### config.mk
export PLATFORM = sky130hd
export DESIGN_NAME = rat_top
export DESIGN_NICKNAME = d
export VERILOG_FILES = /design/src/rtl/rat_pkg.sv /design/src/rtl/rat_map.sv /design/src/rtl/rat_regfile.sv /design/src/rtl/rat_lookup.sv /design/src/rtl/rat_top.sv
export SDC_FILE = /design/constraint.sdc
export NUM_CORES = 1
export LEC_CHECK = 0
export BUFFER_PORTS_ARGS = -buffer_cell sky130_fd_sc_hd__buf_2
export CORE_MARGIN = 3
export CORE_UTILIZATION = 63
export CTS_BUF_LIST = sky130_fd_sc_hd__clkbuf_4
export CTS_CLUSTER_SIZE = 20
export DETAILED_ROUTE_END_ITERATION = 10
export GPL_ROUTABILITY_DRIVEN = 1
export MAX_ROUTING_LAYER = met4
export PLACE_DENSITY = 0.93
export REMOVE_ABC_BUFFERS = 1
export SETUP_SLACK_MARGIN = 0.2
export SYNTH_ARGS = -nofsm -noshare
export SYNTH_HDL_FRONTEND = slang
export SYNTH_SLANG_ARGS = --single-unit
### constraint.sdc
create_clock -name clk -period 3.18 [get_ports clk]
set_input_delay 0.318 -clock clk [delete_from_list [all_inputs] [get_ports clk]]
set_output_delay 0.318 -clock clk [all_outputs]
set_load 0.02 [all_outputs]
### src/rtl/rat_pkg.sv
package rat_pkg;
  // where a lookup takes its answer from
  typedef enum logic [1:0] {
    LK_FILE = 2'd0,  // entry is zero, value from register file
    LK_BUS  = 2'd1,  // entry matches this cycle's broadcast
    LK_WAIT = 2'd2   // entry names a producer still running
  } lk_kind_t;
endpackage

### src/rtl/rat_map.sv
module rat_map #(
  parameter int NUM_REGS = 8,
  parameter int TAG_W    = 3,
  parameter int REG_W    = 3
) (
  input  logic                      clk,
  input  logic                      rst_n,
  input  logic                      ren_we,
  input  logic [REG_W-1:0]          ren_dst,
  input  logic [TAG_W-1:0]          ren_tag,
  input  logic                      wb_valid,
  input  logic [TAG_W-1:0]          wb_tag,
  output logic [NUM_REGS*TAG_W-1:0] map_flat,
  output logic [NUM_REGS-1:0]       wb_hit
);
  function automatic logic tag_hit(input logic v, input logic [TAG_W-1:0] ent,
                                   input logic [TAG_W-1:0] t);
    return v && (t != '0) && (ent == t);
  endfunction

  for (genvar r = 0; r < NUM_REGS; r++) begin : g_ent
    logic [TAG_W-1:0] ent_q;
    logic             ren_here;
    assign ren_here = ren_we && (ren_dst == REG_W'(r));
    assign wb_hit[r] = tag_hit(wb_valid, ent_q, wb_tag);
    assign map_flat[r*TAG_W +: TAG_W] = ent_q;

    always_ff @(posedge clk or negedge rst_n) begin
      if (!rst_n)        ent_q <= '0;
      else if (ren_here) ent_q <= ren_tag;   // younger rename wins
      else if (wb_hit[r]) ent_q <= '0;
    end
  end
endmodule

### src/rtl/rat_regfile.sv
module rat_regfile #(
  parameter int NUM_REGS = 8,
  parameter int DATA_W   = 16
) (
  input  logic                       clk,
  input  logic                       rst_n,
  input  logic [NUM_REGS-1:0]        we,
  input  logic [DATA_W-1:0]          wdata,
  output logic [NUM_REGS*DATA_W-1:0] arf_flat
);
  for (genvar r = 0; r < NUM_REGS; r++) begin : g_word
    logic [DATA_W-1:0] word_q;
    assign arf_flat[r*DATA_W +: DATA_W] = word_q;
    always_ff @(posedge clk or negedge rst_n) begin
      if (!rst_n)     word_q <= '0;
      else if (we[r]) word_q <= wdata;
    end
  end
endmodule

### src/rtl/rat_lookup.sv
module rat_lookup
  import rat_pkg::*;
#(
  parameter int NUM_REGS = 8,
  parameter int TAG_W    = 3,
  parameter int REG_W    = 3,
  parameter int DATA_W   = 16
) (
  input  logic [REG_W-1:0]           idx,
  input  logic [NUM_REGS*TAG_W-1:0]  map_flat,
  input  logic [NUM_REGS*DATA_W-1:0] arf_flat,
  input  logic                       wb_valid,
  input  logic [TAG_W-1:0]           wb_tag,
  input  logic [DATA_W-1:0]          wb_value,
  output logic [TAG_W-1:0]           tag,
  output logic [DATA_W-1:0]          val,
  output lk_kind_t                   kind
);
  function automatic lk_kind_t classify(input logic [TAG_W-1:0] ent, input logic v,
                                        input logic [TAG_W-1:0] t);
    if (ent == '0)           return LK_FILE;
    else if (v && ent == t)  return LK_BUS;
    else                     return LK_WAIT;
  endfunction

  logic [TAG_W-1:0]  ent;
  logic [DATA_W-1:0] word;
  assign ent  = map_flat[idx*TAG_W +: TAG_W];
  assign word = arf_flat[idx*DATA_W +: DATA_W];
  assign kind = classify(ent, wb_valid, wb_tag);

  always_comb begin
    unique case (kind)
      LK_FILE: begin tag = '0;  val = word;     end
      LK_BUS:  begin tag = '0;  val = wb_value; end
      default: begin tag = ent; val = '0;       end
    endcase
  end
endmodule

### src/rtl/rat_top.sv
module rat_top #(
  parameter int NUM_REGS     = 8,
  parameter int NUM_STATIONS = 7,
  parameter int DATA_W       = 16,
  parameter int NUM_SRC      = 2,
  localparam int REG_W = $clog2(NUM_REGS),
  localparam int TAG_W = $clog2(NUM_STATIONS + 1)
) (
  input  logic                      clk,
  input  logic                      rst_n,
  input  logic                      disp_valid,
  input  logic                      disp_wr_dst,
  input  logic [REG_W-1:0]          disp_dst,
  input  logic [TAG_W-1:0]          disp_tag,
  input  logic [NUM_SRC*REG_W-1:0]  src_idx,
  output logic [NUM_SRC*TAG_W-1:0]  src_tag,
  output logic [NUM_SRC*DATA_W-1:0] src_val,
  input  logic                      wb_valid,
  input  logic [TAG_W-1:0]          wb_tag,
  input  logic [DATA_W-1:0]         wb_value
);
  import rat_pkg::*;

  logic                       ren_we;
  logic [NUM_REGS*TAG_W-1:0]  map_flat;
  logic [NUM_REGS*DATA_W-1:0] arf_flat;
  logic [NUM_REGS-1:0]        wb_hit;
  lk_kind_t                   lk_kind [NUM_SRC];

  assign ren_we = disp_valid && disp_wr_dst;

  rat_map #(.NUM_REGS(NUM_REGS), .TAG_W(TAG_W), .REG_W(REG_W)) u_map (
    .clk(clk), .rst_n(rst_n), .ren_we(ren_we), .ren_dst(disp_dst),
    .ren_tag(disp_tag), .wb_valid(wb_valid), .wb_tag(wb_tag),
    .map_flat(map_flat), .wb_hit(wb_hit));

  rat_regfile #(.NUM_REGS(NUM_REGS), .DATA_W(DATA_W)) u_arf (
    .clk(clk), .rst_n(rst_n), .we(wb_hit), .wdata(wb_value),
    .arf_flat(arf_flat));

  for (genvar s = 0; s < NUM_SRC; s++) begin : g_src
    rat_lookup #(.NUM_REGS(NUM_REGS), .TAG_W(TAG_W), .REG_W(REG_W),
                 .DATA_W(DATA_W)) u_lk (
      .idx(src_idx[s*REG_W +: REG_W]), .map_flat(map_flat),
      .arf_flat(arf_flat), .wb_valid(wb_valid), .wb_tag(wb_tag),
      .wb_value(wb_value), .tag(src_tag[s*TAG_W +: TAG_W]),
      .val(src_val[s*DATA_W +: DATA_W]), .kind(lk_kind[s]));
  end
endmodule

==> flow_summary.json <==
{
  "cellPowerDensity_nw_per_um2": 800.0,
  "drive_gt1_frac": 0.4675,
  "synth_edf_count": 0,
  "final_util": 0.7553,
  "cp_top_family": "multiplexers",
  "peakVddDrop_v": 0.0005157,
  "via_count": 6371,
  "synth_sequential_area_ratio": 0.4137,
  "finalClockSkew_ns": 0.01103,
  "nFillCells": 810,
  "ant_nets": 0,
  "worstPathCellList": "mux4_2 -> mux2i_4 -> buf_6 -> and2b_1 -> nor4b_4 -> o311a_4 -> buf_12 -> o2bb2ai_2 -> buf_6",
  "starting_utilization_of_the_core_area": 0.6523,
  "worstMarginPinSlew_ns": 0.9609,
  "maxCapViolations": 0,
  "synth-seq-cells": 152,
  "setup_violations": 24,
  "syn_inst": 663,
  "cts_htree_levels": 4,
  "post-synth-top-area-cell": "dfrtp_1",
  "netlist_area_um2": 9195,
  "finalWorstPathRequiredPeriod_ns": 3.270,
  "rsz_0062_raised_after_global_routing": "yes",
  "track_usage": 0.3147,
  "worst_path_largest_cell_delay_ns": 0.52,
  "port-buffer-count": 73,
  "place.detailed.hpwl_um": 14960,
  "pin_count_of_the_biggest_net_entering_global_routing": 81,
  "routed_wirelength_um": 24510,
  "flow.area_growth_from_synthesis_pct": 15.78,
  "clock_tree_from_tritoncts": "built",
  "worstReg2RegStart": "u_map.g_ent[3].ent_q[2]",
  "finalPower_mw": 8.517,
  "crit_start": "u_map.g_ent[4].ent_q[2]",
  "run_status": "finished with violations",
  "r2r_slack_ns": 0.76,
  "core_area_um2": 14100,
  "grt_overflow_total": 0,
  "die_w_um": 126.8,
  "clock_insertion_delay_worst_skew_ns": 0.56,
  "drt_pre_antenna_iters": 5,
  "finalSetupTns_ns": -1.278,
  "start_kind": "flop",
  "synth_top_cell_area_share": 0.4137,
  "p_leak_nw": 4.458,
  "slew_headroom": 0.3594,
  "final_hold_viol_count": 0,
  "timing_max_transition_violations_final": 0,
  "multiInputGateArea_um2": 5336,
  "grt_first_pass_wirelength_um": 37480,
  "cp_buf_inv_count": 3,
  "synth_flop_cell": "dfrtp_1",
  "synthDistinctLibCells": 39,
  "grt_pass1_vias": 6792,
  "post_drt_via_cell_ratio": 6.821,
  "violated_checks": "negative setup slack",
  "syn_area_per_cell_um2": 13.87,
  "num_io_pins": 74,
  "clk_pin_slew_ns": 0.11,
  "critPathArrivalTime_ns": 2.95,
  "critPathCaptureType": "output port",
  "route.detailed.wl_per_inst_um": 26.24,
  "mostFrequentLayoutCell": "dfrtp_1",
  "setup.worst_path.class": "flop to output port",
  "rows": 43,
  "floorplan.die_area_um2": 16080,
  "cts.path.max_buffers": 2,
  "most_used_cells_in_the_layout_excluding_fill_and_tap_cells": "149 x dfrtp_1, 72 x mux2_2, 72 x mux4_2",
  "post-route-worst-setup-slack_ns": -0.08976,
  "synthArstFlopShare": 1.000,
  "die_h_um": 126.8,
  "place.gp.congestion": 0.8992,
  "timing.final.crit_share": 1.028,
  "min_path_type": "input port to flop",
  "synth_area_leaders": "dfrtp_1 41%, mux4_2 17%, mux2_2 9.1%",
  "detail_route.iter0.violations": 581,
  "clockRootBuffer": "clkbuf_4",
  "crit_slowest_cell": "mux4_2",
  "detail_route.drc_violations": 0,
  "timing.critical_path.required_ns": 2.86,
  "cts_sinks": 152,
  "place.detailed.instances": 877,
  "fmaxAchievable_ghz": 0.3058,
  "seq_area_um2": 3807,
  "fin_cells": 934,
  "timing.critical_path.fanout_max": 8,
  "path_common_cell": "buf_6",
  "design.final.nets": 777,
  "hold_path_startpoint": "disp_tag[1]",
  "antenna_violations_before_repair": 1,
  "number_of_warning_messages_in_the_yosys_log": 0,
  "cts_made_buffers": 17
}
==> path summary, 6_finish.rpt <==
kind | end | cells after the start
min reg2reg | u_arf.g_word[2].word_q[12] | 1
max in group asynchronous | u_map.g_ent[0].ent_q[1] | 3
min in group asynchronous | u_arf.g_word[2].word_q[7] | 2
min | u_map.g_ent[3].ent_q[1] | 3
max | src_val[8] | 9
max reg2reg | u_arf.g_word[3].word_q[10] | 5
==> power by group <==
group / internal, mW / switching (mW)
clock: 0.328 / 0.655
combinational: 2.25 / 1.76
sequential: 2.82 / 0.710
==> state kept, by name, indices dropped and copies added, names as in the netlist <==
register             cells
u_arf.g_word.word_q    128
u_map.g_ent.ent_q       24
==> synthesized netlist by cell type, types with 5 or more instances <==
library cell  count
buf_1            21
buf_2            16
clkbuf_1         19
dfrtp_1         152
mux2_1           56
mux2_2           74
mux2i_1          40
mux4_2           71
nand2_1          60
nand3_1           5
nor2_1           16
nor4_4            8
o21ai_1          24
o2bb2ai_1        10
o2bb2ai_2        20
xor2_1           28
==> what timing repair did <==
action	4_1_cts	5_1_grt
endpoints found under the hold margin	77	0
setup buffers	17	5
pin swaps	6	2
hold buffers	1	0
gates resized for setup	91	19
gates cloned	2	0
setup endpoints to repair	32	35
==> metrics by stage <==
stage	worst slack, ns	instance area, um^2	hold WS (ns)
after floorplan	0.6606	8876	0.02241
after global placement	0.1672	9646	0.3826
after detailed placement	0.08468	9646	0.4035
after CTS	-0.03686	10490	0.04095
after global routing	-0.1463	10650	0.05308
final	-0.08976	10650	0.07024
==> metal layers <==
metal,track usage,part of all wire,up-vias
li1,-,-,2669
met4,0.1249,0.035,0
met1,0.4029,0.39,3293
met2,0.5143,0.51,336
met5,-,0,-
met3,0.04337,0.066,73
==> worst reg2reg max path: cells and delay by family (launching register included) <==
| family | cells | cell delay (ns) |
|---|---|---|
| xor+xnor | 1 | 0.18 |
| buf+inv | 2 | 0.55 |
| flops | 1 | 0.45 |
| mux | 1 | 0.37 |
| simple gates | 1 | 0.76 |
==> cell type report <==
| class | count | area share |
|---|---|---|
| Multi-Input combinational cell | 449 | 0.5012 |
| Clock buffer | 21 | 0.01481 |
| Sequential cell | 152 | 0.3576 |
| Antenna cell | 1 | 0.0002350 |
| Tap cell | 180 | 0.02115 |
| Timing Repair Buffer | 121 | 0.09954 |
| Clock inverter | 10 | 0.005406 |
==> cell families after synthesis <==
logic type | synth area share
AO/OA/AOI/OAI | 0.06300
XOR/XNOR | 0.02858
buffers and inverters | 0.03470
flip-flops | 0.4137
multiplexers | 0.3844
AND/OR/NAND/NOR | 0.07566
No activity file was read; power rests on OpenSTA's default activity.
